[config.mk]
export PLATFORM = sky130hd
export DESIGN_NAME = sr_guard_top
export DESIGN_NICKNAME = d
export VERILOG_FILES = /design/src/rtl/sr_pkg.sv /design/src/rtl/sr_wel_flag.sv /design/src/rtl/sr_nv_regs.sv /design/src/rtl/sr_lock_decode.sv /design/src/rtl/sr_guard_top.sv
export SDC_FILE = /design/constraint.sdc
export NUM_CORES = 1
export LEC_CHECK = 0
export BUFFER_PORTS_ARGS = -buffer_cell sky130_fd_sc_hd__buf_2
export CORE_AREA = 2 2 39 41
export CTS_CLUSTER_SIZE = 10
export DETAILED_ROUTE_END_ITERATION = 10
export DIE_AREA = 0 0 41 43
export GPL_TIMING_DRIVEN = 1
export PLACE_DENSITY = 0.59
export SYNTH_ARGS = -nofsm -noshare
export SYNTH_HDL_FRONTEND = slang
export SYNTH_HIERARCHICAL = 1
export SYNTH_SLANG_ARGS = --single-unit
[constraint.sdc]
create_clock -name clk -period 1 [get_ports clk]
set_clock_uncertainty 0.1 [all_clocks]
set_input_delay 0.2 -clock clk [delete_from_list [all_inputs] [get_ports clk]]
set_output_delay 0.2 -clock clk [all_outputs]
set_load 0.03 [all_outputs]
[src/rtl/sr_pkg.sv]
package sr_pkg;
  localparam int STAT_W  = 8;
  localparam int B_PE    = 7;
  localparam int B_FLAG  = 6;
  localparam int B_LOCKH = 3;
  localparam int B_LOCKL = 2;
  localparam int B_WEL   = 1;
  localparam int B_BUSY  = 0;

  typedef enum logic [1:0] {
    LOCK_NONE    = 2'b00,
    LOCK_QUARTER = 2'b01,
    LOCK_HALF    = 2'b10,
    LOCK_ALL     = 2'b11
  } lock_e;

  typedef struct packed {
    logic  pe;
    lock_e lock;
  } nv_t;
endpackage

[src/rtl/sr_wel_flag.sv]
module sr_wel_flag (
  input  logic clk,
  input  logic rst,
  input  logic wren_stb,
  input  logic wrdi_stb,
  input  logic sflb_stb,
  input  logic cycle_done,
  output logic wel_q,
  output logic flag_q
);
  logic clr_wel;
  assign clr_wel = wrdi_stb | cycle_done;

  always_ff @(posedge clk) begin
    if (rst) begin
      wel_q  <= 1'b0;
      flag_q <= 1'b0;
    end else begin
      if (clr_wel)       wel_q <= 1'b0;
      else if (wren_stb) wel_q <= 1'b1;
      if (wrdi_stb)      flag_q <= 1'b0;
      else if (sflb_stb) flag_q <= 1'b1;
    end
  end

  assert_wel_set_R3: assert property (@(posedge clk) disable iff (rst)
    (wren_stb && !wrdi_stb && !cycle_done) |=> wel_q);
  assert_wel_clr_R4: assert property (@(posedge clk) disable iff (rst)
    (wrdi_stb || cycle_done) |=> !wel_q);
  assert_flag_clr_R4: assert property (@(posedge clk) disable iff (rst)
    wrdi_stb |=> !flag_q);
  assert_flag_set_R5: assert property (@(posedge clk) disable iff (rst)
    (sflb_stb && !wrdi_stb) |=> flag_q);
endmodule

[src/rtl/sr_nv_regs.sv]
module sr_nv_regs
  import sr_pkg::*;
(
  input  logic       clk,
  input  logic       rst,
  input  logic       wr_stb,
  input  logic       permit,
  input  logic       d_pe,
  input  logic [1:0] d_lock,
  output nv_t        nv_q
);
  // Protection settings survive reset; the initial value stands for the
  // contents left in non-volatile storage.
  nv_t nv_r = '{pe: 1'b0, lock: LOCK_NONE};

  always_ff @(posedge clk) begin
    if (wr_stb && permit) begin
      nv_r.pe   <= d_pe;
      nv_r.lock <= lock_e'(d_lock);
    end
  end

  assign nv_q = nv_r;

  assert_nv_load_R7: assert property (@(posedge clk) disable iff (rst)
    (wr_stb && permit) |=> (nv_q.pe == $past(d_pe) && nv_q.lock == $past(d_lock)));
  assert_nv_refuse_R8: assert property (@(posedge clk) disable iff (rst)
    !(wr_stb && permit) |=> $stable(nv_q));
endmodule

[src/rtl/sr_lock_decode.sv]
module sr_lock_decode
  import sr_pkg::*;
#(
  parameter int ADDR_W = 12
) (
  input  lock_e             lock,
  input  logic [ADDR_W-1:0] addr,
  output logic              prot
);
  localparam int TOP = ADDR_W - 1;
  localparam int NXT = ADDR_W - 2;

  logic in_upper_half;
  logic in_upper_quarter;

  generate
    if (ADDR_W >= 2) begin : g_wide
      assign in_upper_half    = addr[TOP];
      assign in_upper_quarter = addr[TOP] & addr[NXT];
    end else begin : g_narrow
      assign in_upper_half    = addr[0];
      assign in_upper_quarter = addr[0];
    end
  endgenerate

  always_comb begin
    unique case (lock)
      LOCK_NONE:    prot = 1'b0;
      LOCK_QUARTER: prot = in_upper_quarter;
      LOCK_HALF:    prot = in_upper_half;
      default:      prot = 1'b1;
    endcase
  end

  always_comb begin
    if (lock == LOCK_NONE) assert_none_open_R9: assert (!prot);
    if (lock == LOCK_ALL)  assert_all_shut_R9: assert (prot);
  end
endmodule

[src/rtl/sr_guard_top.sv]
module sr_guard_top
  import sr_pkg::*;
#(
  parameter int ADDR_W = 12
) (
  input  logic              clk,
  input  logic              rst,
  input  logic              wren_stb,
  input  logic              wrdi_stb,
  input  logic              sflb_stb,
  input  logic              stat_wr_stb,
  input  logic [7:0]        stat_wr_data,
  input  logic              cycle_done,
  input  logic              busy_in,
  input  logic              wp_pin,
  input  logic [ADDR_W-1:0] addr,
  output logic [7:0]        status_q,
  output logic              arr_wr_ok,
  output logic              stat_wr_ok
);
  logic wel_q;
  logic flag_q;
  logic busy_q;
  logic prot;
  nv_t  nv_q;
  logic unused_data_bits;

  assign unused_data_bits = ^{stat_wr_data[6:4], stat_wr_data[1:0]};

  sr_wel_flag u_wel (
    .clk        (clk),
    .rst        (rst),
    .wren_stb   (wren_stb),
    .wrdi_stb   (wrdi_stb),
    .sflb_stb   (sflb_stb),
    .cycle_done (cycle_done),
    .wel_q      (wel_q),
    .flag_q     (flag_q)
  );

  assign stat_wr_ok = wel_q & (~nv_q.pe | wp_pin);

  sr_nv_regs u_nv (
    .clk    (clk),
    .rst    (rst),
    .wr_stb (stat_wr_stb),
    .permit (stat_wr_ok),
    .d_pe   (stat_wr_data[B_PE]),
    .d_lock (stat_wr_data[B_LOCKH:B_LOCKL]),
    .nv_q   (nv_q)
  );

  sr_lock_decode #(.ADDR_W(ADDR_W)) u_dec (
    .lock (nv_q.lock),
    .addr (addr),
    .prot (prot)
  );

  assign arr_wr_ok = wel_q & ~prot;

  always_ff @(posedge clk) begin
    if (rst) busy_q <= 1'b0;
    else     busy_q <= busy_in;
  end

  always_comb begin
    status_q                  = '0;
    status_q[B_PE]            = nv_q.pe;
    status_q[B_FLAG]          = flag_q;
    status_q[5:4]             = 2'b11;
    status_q[B_LOCKH:B_LOCKL] = nv_q.lock;
    status_q[B_WEL]           = wel_q;
    status_q[B_BUSY]          = busy_q;
  end

  assert_const_bits_R1: assert property (@(posedge clk) disable iff (rst)
    status_q[5:4] == 2'b11);
  assert_no_permit_unlatched_R6: assert property (@(posedge clk) disable iff (rst)
    !status_q[B_WEL] |-> (!arr_wr_ok && !stat_wr_ok));
  assert_locked_refuse_R6: assert property (@(posedge clk) disable iff (rst)
    (status_q[B_PE] && !wp_pin) |-> !stat_wr_ok);
  assert_full_lock_R10: assert property (@(posedge clk) disable iff (rst)
    (status_q[B_LOCKH:B_LOCKL] == 2'b11) |-> !arr_wr_ok);
  assert_busy_follow_R11: assert property (@(posedge clk) disable iff (rst)
    1'b1 |=> status_q[B_BUSY] == $past(busy_in));
endmodule

==> results of run 1 <==
-- worst reg2reg max path, cell delays in order (launching register included) --
cell and delay [ps]:
sky130_fd_sc_hd__edfxtp_1 440, sky130_fd_sc_hd__a21boi_4 190, sky130_fd_sc_hd__buf_6 110, sky130_fd_sc_hd__and2_4 140
-- per-layer routing --
metal,part of all wire,track usage,wire length [um],vias to the layer above
li1,-,-,-,123
met1,0.41,0.0789,224,98
met2,0.52,0.0969,283,11
met3,0.068,0.0314,37,0
met4,0,0.0800,0,0
met5,0,0,0,-
-- cell usage in the layout, fill, tap and decap left out --
cell type	instances
sky130_fd_sc_hd__clkbuf_4	3
sky130_fd_sc_hd__nor2b_4	1
sky130_fd_sc_hd__inv_1	1
sky130_fd_sc_hd__nor4_2	1
sky130_fd_sc_hd__nand2_2	1
sky130_fd_sc_hd__a21boi_4	1
sky130_fd_sc_hd__buf_2	14
sky130_fd_sc_hd__o21ai_2	1
sky130_fd_sc_hd__buf_6	10
sky130_fd_sc_hd__nand3_1	1
sky130_fd_sc_hd__nor2b_1	1
sky130_fd_sc_hd__buf_4	1
sky130_fd_sc_hd__and2_4	1
sky130_fd_sc_hd__clkbuf_1	1
sky130_fd_sc_hd__nor3_1	1
sky130_fd_sc_hd__nor2_1	2
sky130_fd_sc_hd__dfxtp_2	3
sky130_fd_sc_hd__edfxtp_1	3
sky130_fd_sc_hd__conb_1	2
-- metrics by stage --
| step | power (mW) | cells |
|---|---|---|
| 2_1_floorplan | 0.327 | 25 |
| 3_3_place_gp | 0.351 | 58 |
| 3_5_place_dp | 0.351 | 58 |
| 4_1_cts | 0.612 | 65 |
| 5_1_grt | 0.641 | 65 |
| 6_report | 0.603 | 65 |
-- final cells by class --
type | instances | area, um^2 | share of cell area
timing repair buffer | 25 | 190 | 0.385
sequential | 6 | 154 | 0.311
multi-input combinational | 13 | 100 | 0.203
clock buffer | 4 | 26.3 | 0.0532
tap | 16 | 20.0 | 0.0405
inverter | 1 | 3.75 | 0.00759
-- flip-flops by register name (all words and copies together), names as in the netlist --
name          cells
u_nv/nv_q         3
busy_q            1
u_wel/flag_q      1
u_wel/wel_q       1
-- worst max path at each step --
stage,from,endpoint,cells after the start
floorplan,u_nv/nv_q[2]$_DFFE_PP_,u_nv/nv_q[0]$_DFFE_PP_,2
global placement,u_nv/nv_q[0]$_DFFE_PP_,arr_wr_ok,4
detailed placement,u_nv/nv_q[0]$_DFFE_PP_,arr_wr_ok,4
CTS,u_nv/nv_q[0]$_DFFE_PP_,arr_wr_ok,4
global route,u_nv/nv_q[0]$_DFFE_PP_,arr_wr_ok,4
finish,u_nv/nv_q[0]$_DFFE_PP_,arr_wr_ok,4
-- cell usage after synthesis, types with 2 or more instances --
cell type,number
sky130_fd_sc_hd__buf_4,5
sky130_fd_sc_hd__dfxtp_1,3
sky130_fd_sc_hd__edfxtp_1,3
sky130_fd_sc_hd__nor2_1,2
sky130_fd_sc_hd__nor2b_1,2
-- cells by family after synthesis --
| group | Yosys count | synth area share |
|---|---|---|
| AND/OR/NAND/NOR | 9 | 0.202 |
| other | 1 | 0.0144 |
| flip-flops | 6 | 0.577 |
| buffers and inverters | 6 | 0.159 |
| AO/OA/AOI/OAI | 2 | 0.0481 |
-- power by group --
group / leakage (nW) / internal [mW] / switching [mW] / total [mW]
clock: 0.0150 / 0.151 / 0.0872 / 0.238
sequential: 0.0529 / 0.267 / 0.00432 / 0.271
combinational: 0.161 / 0.0465 / 0.0478 / 0.0943
total: 0.229 / 0.464 / 0.139 / 0.603
-- repair_timing --
action / in CTS / in global routing
setup endpoints to repair: 11 / 11
pin swaps: 3 / 0
setup buffers: 3 / 0
gates resized for setup: 17 / 5
==> Flow_metrics.wiki, run 1 <==
{| class="wikitable"
! Metric !! Value
|-
| Core area || 1380 um^2
|-
| Port buffer count || 21
|-
| Inserted Clock Buffers || 3
|-
| Final setup violation count || 9
|-
| Diodes inserted || 0
|-
| Number of H-tree levels || 1
|-
| Share of synthesized area occupied by flip-flops and latches || 0.577
|-
| Max Fclk || 0.714 GHz
|-
| Area Overhead vs Synth || 89.9%
|-
| Final-stage net count || 79
|-
| Period utilisation layout || 1.40
|-
| Sum of routed wire length over all layers || 545 um
|-
| Initial core utilization || 0.188
|-
| Number of max-capacitance violations reported || 0
|-
| Half-perimeter wire length after placement || 427 um
|-
| Hold Startpoint || cycle_done
|-
| Number of warnings reported in the yosys synthesis log || 6
|-
| Vias in the first global route || 231
|-
| Areal power density over the cells || 1220 nW/um^2
|-
| Highest-delay cell along the critical path || sky130_fd_sc_hd__edfxtp_1
|-
| Std cell rows || 14
|-
| Overall overflow remaining after global route || 0
|-
| Vertical extent of the die || 43 um
|-
| Critical register-to-register path startpoint || u_nv/nv_q[2]$_DFFE_PP_
|-
| Maximum number of pins on one net before global-route repair || 5
|-
| Via total after detailed routing || 232
|-
| IO Pins || 39
|-
| Post-placement cell area || 380 um^2
|-
| Minimum period implied by the final worst setup slack || 1400 ps
|-
| Critical path cell sequence || o21ai_2 > nand2_2 > nor2b_4 > buf_6
|-
| Worst IR Drop VDD || 0.426 mV
|-
| Worst-path fanout max || 3
|-
| Hold slack || 19.0 ps
|-
| Final Hold Viols || 0
|-
| Worst Hold End || u_wel/wel_q$_SDFFE_PP0P_
|-
| Fraction of final layout cells with drive strength greater than 1 || 0.755
|-
| Drt wl/cell || 8.38 um
|-
| Post-place setup slack || -215 ps
|-
| Worst Slack Setup Final || -400 ps
|-
| Unrepaired setup endpoints after global routing || true
|-
| Worst path top cell family by delay || flip-flops
|-
| Result of the run || finished with violations
|-
| Post-synthesis instance area || 260 um^2
|-
| Crit Reg-Reg Endpoint || u_nv/nv_q[1]$_DFFE_PP_
|-
| Total count of max-transition violations in the final report || 0
|-
| First-pass iteration count of the detailed router || 1
|-
| Setup slack of the most critical reg-to-reg path || -260 ps
|-
| Startpoint class of the critical path || flop
|-
| Remaining antenna violation count after routing || 0
|-
| Fill cell instance count of the final layout || 148
|-
| Number of flops mapped to enable cells by yosys || 3
|-
| Total GRT Usage || 0.0738
|-
| Lkg Pwr || 0.229 nW
|-
| Worst hold path type || primary input to flop
|-
| Worst-Skew Late Latency || 240 ps
|-
| TritonCTS clock tree || yes
|-
| Wire length of the first global-routing pass || 800 um
|-
| Count of hold buffers inserted by post-cts repair || 0
|-
| Total of flip-flops plus latches after synthesis || 6
|-
| Violation count after the first detailed-routing iteration || 0
|-
| Via density per instance || 3.57
|-
| Violated checks || negative setup slack
|-
| Synth Instances || 24
|-
| Finished layout cell area || 494 um^2
|-
| Share of the core filled with cells || 0.357
|-
| Type of the setup path with the least slack || flop to output port
|-
| Fin Setup TNS || -2090 ps
|-
| Die Footprint || 1760 um^2
|-
| Average size of a mapped cell || 10.8 um^2
|-
| Number of unique standard cell types used by synthesis || 14
|-
| Library cell with the largest summed area after synthesis || sky130_fd_sc_hd__edfxtp_1
|-
| Clock input transition at the sequential cells of the worst setup and hold paths || 50 ps
|-
| Clock buffer depth || 2
|-
| Number of antenna violations at the first check in global routing || 0
|-
| Clock root buffer || sky130_fd_sc_hd__clkbuf_4
|-
| GP Congestion || 0.561
|-
| Clock Sink Count || 6
|-
| Top-area cell type share of the netlist area || 0.346
|-
| Top post-synthesis cells by area || sky130_fd_sc_hd__edfxtp_1 35%, sky130_fd_sc_hd__dfxtp_1 23%, sky130_fd_sc_hd__buf_4 14%
|-
| Worst path max stage delay || 410 ps
|-
| Proportion of synthesized flip-flops having asynchronous set or reset || 0
|-
| Data required, critical path || 700 ps
|-
| Most frequently used flop master after synthesis || sky130_fd_sc_hd__edfxtp_1
|-
| Buffers plus inverters on the worst setup path || 1
|-
| Nature of the critical path endpoint || output port
|-
| DRC violation count after routing || 0
|-
| Die W || 41 um
|-
| Data arrival time of the critical path || 1100 ps
|-
| Worst hold path cell count || 2
|-
| R2R depth || 3
|}
Note: power is estimated with default switching activity, not from simulation.
==> run 2, diff against run 1 <==
--- a/config.mk
+++ b/config.mk
@@ -11,7 +11,7 @@
 export DETAILED_ROUTE_END_ITERATION = 10
 export DIE_AREA = 0 0 41 43
 export GPL_TIMING_DRIVEN = 1
-export PLACE_DENSITY = 0.59
+export PLACE_DENSITY = 0.6
 export SYNTH_ARGS = -nofsm -noshare
 export SYNTH_HDL_FRONTEND = slang
 export SYNTH_HIERARCHICAL = 1
==> run 2 against run 1 <==
  * The run still ends with negative setup slack left
  * Sequential power hardly changed
  * Register-to-register slack hardly changed
  * First-iteration DRC count stayed put
  * Combinational power is 1% lower
  * Worst setup slack better by 15 ps
  * Worst hold slack better by 6.9 ps
  * Total power is 2.1% lower
  * Non-clock buffer count is 1 higher
  * Die area stayed put
  * Sequential share of layout area is 0.41 points lower
  * Routed wire length is 6.4% lower
  * Via count is 4.3% higher
  * Critical path type unchanged
==> Flow_metrics.wiki, run 2 (same netlist as run 1, synthesis figures left out) <==
{| class="wikitable"
! Metric !! Value
|-
| Clock buffer depth || 2 (unchanged)
|-
| Maximum number of pins on one net before global-route repair || 5 (unchanged)
|-
| Nature of the critical path endpoint || output port
|-
| Lkg Pwr || 0.234 nW (+2.1%)
|-
| Diodes inserted || 0 (unchanged)
|-
| Port buffer count || 21 (unchanged)
|-
| Clock root buffer || sky130_fd_sc_hd__clkbuf_4
|-
| Initial core utilization || 0.188 (unchanged)
|-
| Count of hold buffers inserted by post-cts repair || 0 (unchanged)
|-
| Critical path cell sequence || o21ai_1 > nand2_1 > nor2b_4 > buf_6
|-
| Crit Reg-Reg Endpoint || u_nv/nv_q[0]$_DFFE_PP_
|-
| Vias in the first global route || 236 (+2.2%)
|-
| Inserted Clock Buffers || 3 (unchanged)
|-
| Drt wl/cell || 7.73 um (-7.8%)
|-
| Minimum period implied by the final worst setup slack || 1390 ps (-14.6 ps)
|-
| Clock input transition at the sequential cells of the worst setup and hold paths || 50 ps (about the same)
|-
| Most frequent cells in the layout || 13 x sky130_fd_sc_hd__buf_2, 10 x sky130_fd_sc_hd__buf_6, 3 x sky130_fd_sc_hd__clkbuf_4, 3 x sky130_fd_sc_hd__buf_4, 3 x sky130_fd_sc_hd__edfxtp_1
|-
| Wire length of the first global-routing pass || 738 um (-7.8%)
|-
| Hold slack || 26.0 ps (+6.94 ps)
|-
| Via total after detailed routing || 242 (+4.3%)
|-
| Data arrival time of the critical path || 1090 ps (about the same)
|-
| Data required, critical path || 700 ps (about the same)
|-
| Result of the run || finished with violations
|-
| Max Fclk || 0.722 GHz (+1.1%)
|-
| Number of max-capacitance violations reported || 0 (unchanged)
|-
| DRC violation count after routing || 0 (unchanged)
|-
| Fraction of final layout cells with drive strength greater than 1 || 0.700 (-0.0551)
|-
| Highest-delay cell along the critical path || sky130_fd_sc_hd__edfxtp_1
|-
| Worst IR Drop VDD || 0.417 mV (-2.2%)
|-
| Worst path max stage delay || 390 ps (-20 ps)
|-
| Violation count after the first detailed-routing iteration || 0 (unchanged)
|-
| Overall overflow remaining after global route || 0 (unchanged)
|-
| Fill cell instance count of the final layout || 142 (-4.1%)
|-
| Worst-Skew Late Latency || 230 ps (about the same)
|-
| IO Pins || 39 (unchanged)
|-
| Worst hold path type || primary input to flop
|-
| Setup slack of the most critical reg-to-reg path || -250 ps (about the same)
|-
| Number of antenna violations at the first check in global routing || 0 (unchanged)
|-
| Startpoint class of the critical path || flop
|-
| GP Congestion || 0.532 (-5.3%)
|-
| Largest register FFs || 3 (unchanged)
|-
| Hold Startpoint || cycle_done
|-
| Number of H-tree levels || 1 (unchanged)
|-
| Worst Hold End || u_wel/wel_q$_SDFFE_PP0P_
|-
| R2R depth || 3 (unchanged)
|-
| Critical register-to-register path startpoint || u_nv/nv_q[2]$_DFFE_PP_
|-
| Post-place setup slack || -192 ps (+23.0 ps)
|-
| Buffers plus inverters on the worst setup path || 1 (unchanged)
|-
| Worst Slack Setup Final || -385 ps (+14.6 ps)
|-
| Unrepaired setup endpoints after global routing || true
|-
| Core area || 1380 um^2 (unchanged)
|-
| Period utilisation layout || 1.39 (-0.0146)
|-
| Worst hold path cell count || 2 (unchanged)
|-
| First-pass iteration count of the detailed router || 1 (unchanged)
|-
| Std cell rows || 14 (unchanged)
|-
| Die W || 41 um (unchanged)
|-
| Type of the setup path with the least slack || flop to output port
|-
| Sum of routed wire length over all layers || 510 um (-6.4%)
|-
| Fin Setup TNS || -2040 ps (+46.8 ps)
|-
| Post-Layout Cell Count || 66 (+1.5%)
|-
| Clock Sink Count || 6 (unchanged)
|-
| Remaining antenna violation count after routing || 0 (unchanged)
|-
| TritonCTS clock tree || yes
|-
| Worst path top cell family by delay || flip-flops
|-
| Placed Cells incl. Taps || 58 (unchanged)
|-
| Via density per instance || 3.67 (+2.7%)
|-
| Vertical extent of the die || 43 um (unchanged)
|-
| Final setup violation count || 9 (unchanged)
|-
| Violated checks || negative setup slack
|-
| Worst-path fanout max || 3 (unchanged)
|-
| Leading cell type in the layout, fill and taps excluded || sky130_fd_sc_hd__buf_2
|-
| Area Overhead vs Synth || 90.9%
|-
| Share of the core filled with cells || 0.359 (+0.00181)
|-
| Areal power density over the cells || 1190 nW/um^2 (-2.6%)
|-
| Final Hold Viols || 0 (unchanged)
|-
| Final-stage net count || 80 (+1.3%)
|-
| Die Footprint || 1760 um^2 (unchanged)
|-
| Total GRT Usage || 0.0646 (-0.00917)
|-
| Total count of max-transition violations in the final report || 0 (unchanged)
|}
==> run 2: cell types whose count changed in the layout (fill, tap and decap cells not counted), sizes merged <==
cell and change:
buf +1
==> run 2: through the flow <==
stage / area [um^2] / power [mW]
after floorplan: 285 / 0.327
after global placement: 380 / 0.351
after detailed placement: 380 / 0.352
after CTS: 493 / 0.598
after global routing: 497 / 0.617
final: 497 / 0.591
==> run 2: worst max path at each step <==
stage	start	end	slack, ps	cells after the start
final	u_nv/nv_q[0]$_DFFE_PP_	arr_wr_ok	-390	4
after detailed placement	u_nv/nv_q[0]$_DFFE_PP_	arr_wr_ok	-190	4
after global routing	u_nv/nv_q[0]$_DFFE_PP_	arr_wr_ok	-490	4
after floorplan	u_nv/nv_q[2]$_DFFE_PP_	u_nv/nv_q[0]$_DFFE_PP_	-460	2
after global placement	u_nv/nv_q[0]$_DFFE_PP_	arr_wr_ok	-190	4
after CTS	u_nv/nv_q[0]$_DFFE_PP_	arr_wr_ok	-400	4
==> run 2: area by class of cell <==
class	count	area (um^2)	area share
inverters	1	3.75	0.00756
flip-flops and latches	6	153	0.307
clock buffers	4	26.3	0.0529
repair buffers	26	200	0.403
well taps	16	20.0	0.0403
multi-input cells	13	93.8	0.189
==> run 2: what timing repair did <==
| item | in CTS | in global routing |
|---|---|---|
| setup buffers | 4 | 0 |
| gates cloned | 0 | 0 |
| endpoints found under the setup margin | 11 | 9 |
| gates resized for setup | 19 | 1 |
| pin swaps | 3 | 0 |
==> run 2: layer usage <==
metal / vias up / track usage / share of wire / wire length (um)
li1: 125 / - / - / -
met1: 106 / 0.0623 / 0.34 / 171
met2: 11 / 0.103 / 0.57 / 293
met3: 0 / 0.0314 / 0.088 / 45
met4: 0 / 0.0400 / 0 / 0
met5: - / 0 / 0 / 0
==> run 2: power by group <==
group          internal [mW]  switching (mW)  total, mW
Combinational         0.0455          0.0478     0.0933
Sequential             0.266         0.00336      0.270
Clock                  0.151          0.0775      0.228
==> run 2: worst register-to-register path, delay by kind of cell, from the launching register on <==
family | cells | cell delay, ps
flops | 1 | 440
compound gates | 1 | 180
simple gates | 1 | 140
buf+inv | 1 | 110
==> run 3, diff against run 2 <==
--- a/config.mk
+++ b/config.mk
@@ -5,13 +5,14 @@
 export SDC_FILE = /design/constraint.sdc
 export NUM_CORES = 1
 export LEC_CHECK = 0
-export BUFFER_PORTS_ARGS = -buffer_cell sky130_fd_sc_hd__buf_2
+export BUFFER_PORTS_ARGS = -buffer_cell sky130_fd_sc_hd__buf_4
 export CORE_AREA = 2 2 39 41
 export CTS_CLUSTER_SIZE = 10
 export DETAILED_ROUTE_END_ITERATION = 10
 export DIE_AREA = 0 0 41 43
 export GPL_TIMING_DRIVEN = 1
-export PLACE_DENSITY = 0.6
+export PLACE_DENSITY = 0.61
+export SETUP_SLACK_MARGIN = 0.3
 export SYNTH_ARGS = -nofsm -noshare
 export SYNTH_HDL_FRONTEND = slang
 export SYNTH_HIERARCHICAL = 1
==> run 3 against run 2 <==
  * The flow still finishes with violations (negative setup slack)
  * Combinational power grew 24%
  * Core utilization up 3.0 points
  * Clock power rose by 3%
  * Die area unchanged
  * Non-clock buffer count is 1 lower
  * Sequential power hardly changed
  * Final cell count down 1.5%
  * Worst setup slack worse by 34 ps
  * Fmax fell by 2.4%
  * First-iteration DRC count rose by 5
  * Highest routed layer is now met4
==> Flow_metrics.wiki, run 3 (same netlist as run 1, synthesis figures left out) <==
{| class="wikitable"
! Metric !! Value
|-
| Core area || 1380 um^2 (unchanged)
|-
| Worst path top cell family by delay || flip-flops
|-
| Diodes inserted || 0 (unchanged)
|-
| Via total after detailed routing || 239 (-1.2%)
|-
| Clock input transition at the sequential cells of the worst setup and hold paths || 50 ps (about the same)
|-
| Final setup violation count || 10 (+1)
|-
| Remaining antenna violation count after routing || 0 (unchanged)
|-
| Number of max-capacitance violations reported || 0 (unchanged)
|-
| Initial core utilization || 0.188 (unchanged)
|-
| Vias in the first global route || 210 (-11%)
|-
| Hold slack || 14.2 ps (-11.8 ps)
|-
| Period utilisation layout || 1.42 (+0.0344)
|-
| Clock buffer depth || 2 (unchanged)
|-
| Type of the setup path with the least slack || flop to output port
|-
| DRC violation count after routing || 0 (unchanged)
|-
| Half-perimeter wire length after placement || 453 um
|-
| Final-stage net count || 79 (-1.3%)
|-
| Crit. path cell count || 4 (unchanged)
|-
| GP Congestion || 0.549 (+3.3%)
|-
| Data arrival time of the critical path || 1120 ps (+30 ps)
|-
| Net switching power figure || 0.140 mW (+8.7%)
|-
| Max Fclk || 0.704 GHz (-2.4%)
|-
| Worst hold path type || primary input to flop
|-
| Sum of internal, switching and leakage power || 0.621 mW (+5.0%)
|-
| Total GRT Usage || 0.0697 (+0.00505)
|-
| Relative contribution of sequential cells to total power || 0.436 (-0.020)
|-
| Area Overhead vs Synth || 107%
|-
| Sum of routed wire length over all layers || 604 um (+18%)
|-
| Startpoint class of the critical path || flop
|-
| Net switching share of the total power || 0.225 (+0.00756)
|-
| Areal power density over the cells || 1150 nW/um^2 (-3.0%)
|-
| Std cell rows || 14 (unchanged)
|-
| Leading cell type in the layout, fill and taps excluded || sky130_fd_sc_hd__buf_4
|-
| Largest register FFs || 3 (unchanged)
|-
| Port buffer count || 21 (unchanged)
|-
| Wire length of the first global-routing pass || 793 um (+7.5%)
|-
| Violation count after the first detailed-routing iteration || 5 (+5)
|-
| Number of H-tree levels || 1 (unchanged)
|-
| Clock Sink Count || 6 (unchanged)
|-
| Buffers plus inverters on the worst setup path || 1 (unchanged)
|-
| Logic gate share of total power || 0.186 (+0.028)
|-
| Worst path max stage delay || 410 ps (+20 ps)
|-
| Register cell area after layout || 154 um^2 (+0.82%)
|-
| Die Footprint || 1760 um^2 (unchanged)
|-
| Vertical extent of the die || 43 um (unchanged)
|-
| Total count of max-transition violations in the final report || 0 (unchanged)
|-
| Inserted Clock Buffers || 3 (unchanged)
|-
| IO Pins || 39 (unchanged)
|-
| Worst-Skew Late Latency || 240 ps (about the same)
|-
| Post-place setup slack || -172 ps (+19.8 ps)
|-
| Nature of the critical path endpoint || output port
|-
| Violated checks || negative setup slack
|-
| Highest-delay cell along the critical path || sky130_fd_sc_hd__edfxtp_1
|-
| Data required, critical path || 700 ps (about the same)
|-
| Worst-path fanout max || 3 (unchanged)
|-
| Final Hold Viols || 0 (unchanged)
|-
| TritonCTS clock tree || yes
|-
| Die W || 41 um (unchanged)
|-
| Fin Setup TNS || -2020 ps (+22.8 ps)
|-
| Result of the run || finished with violations
|-
| Minimum period implied by the final worst setup slack || 1420 ps (+34.4 ps)
|-
| Via density per instance || 3.68 (+0.28%)
|-
| Fill cell instance count of the final layout || 139 (-2.1%)
|-
| Fraction of final layout cells with drive strength greater than 1 || 0.776 (+0.0755)
|-
| Internal || 0.481 mW (+4.0%)
|-
| Worst Slack Setup Final || -420 ps (-34.4 ps)
|-
| Setup slack of the most critical reg-to-reg path || -250 ps (about the same)
|-
| Unrepaired setup endpoints after global routing || true
|-
| Drt wl/cell || 9.29 um (+20%)
|-
| Clock root buffer || sky130_fd_sc_hd__clkbuf_4
|-
| Number of antenna violations at the first check in global routing || 0 (unchanged)
|-
| Most frequent cells in the layout || 15 x sky130_fd_sc_hd__buf_4, 10 x sky130_fd_sc_hd__buf_6, 3 x sky130_fd_sc_hd__dfxtp_2, 3 x sky130_fd_sc_hd__clkbuf_4, 3 x sky130_fd_sc_hd__edfxtp_1
|-
| Clock power frac || 0.378 (-0.008)
|-
| Area of the multi-input gates || 109 um^2 (+16%)
|-
| Overall overflow remaining after global route || 0 (unchanged)
|-
| First-pass iteration count of the detailed router || 4 (+3)
|-
| Critical path cell sequence || o21ai_1 > nand2_1 > nor2b_4 > buf_6
|-
| Lkg Pwr || 0.242 nW (+3.4%)
|-
| Maximum number of pins on one net before global-route repair || 5 (unchanged)
|-
| Worst IR Drop VDD || 0.374 mV (-10%)
|-
| Worst hold path cell count || 2 (unchanged)
|-
| R2R depth || 3 (unchanged)
|}
[run 3: worst paths after layout]
check	start	to
setup / recovery	u_nv/nv_q[0]$_DFFE_PP_	arr_wr_ok
hold / removal	cycle_done	u_wel/wel_q$_SDFFE_PP0P_
setup reg to reg	u_nv/nv_q[2]$_DFFE_PP_	u_nv/nv_q[2]$_DFFE_PP_
hold reg to reg	u_wel/flag_q$_SDFFE_PP0P_	u_wel/flag_q$_SDFFE_PP0P_
[run 3: per-stage QoR]
step / cell area, um^2 / utilization / instances
6_report: 538 / 0.389 / 65
2_1_floorplan: 300 / - / 25
5_1_grt: 538 / 0.389 / 65
3_5_place_dp: 437 / 0.316 / 58
3_3_place_gp: 437 / 0.316 / 58
4_1_cts: 512 / 0.370 / 63
[run 3: layer usage]
layer / share of wire / GRT usage / wire length, um
met5: 0 / 0 / 0
met4: 0.0066 / 0.0400 / 4
met3: 0.089 / 0.0366 / 54
met2: 0.58 / 0.109 / 350
met1: 0.32 / 0.0689 / 196
[run 3: what timing repair did]
action / 4_1_cts / 5_1_grt
hold buffers: 0 / 0
setup endpoints to repair: 12 / 13
resized for setup: 11 / 3
setup buffers: 1 / 2
pin swaps: 3 / 2
endpoints found under the hold margin: 0 / 0
[run 3: layout make-up]
cell class,count,share of cell area
inverter,1,0.00698
timing repair buffer,25,0.419
sequential,6,0.286
multi-input combinational,13,0.202
tap,16,0.0372
clock buffer,4,0.0488
[run 3: power by group through the flow]
stage	clock network, mW	registers [mW]	logic (mW)
CTS	0.238	0.270	0.110
floorplan	0	0.277	0.0558
detailed placement	0	0.273	0.0986
finish	0.234	0.271	0.116
global placement	0	0.274	0.0975
global route	0.245	0.271	0.122
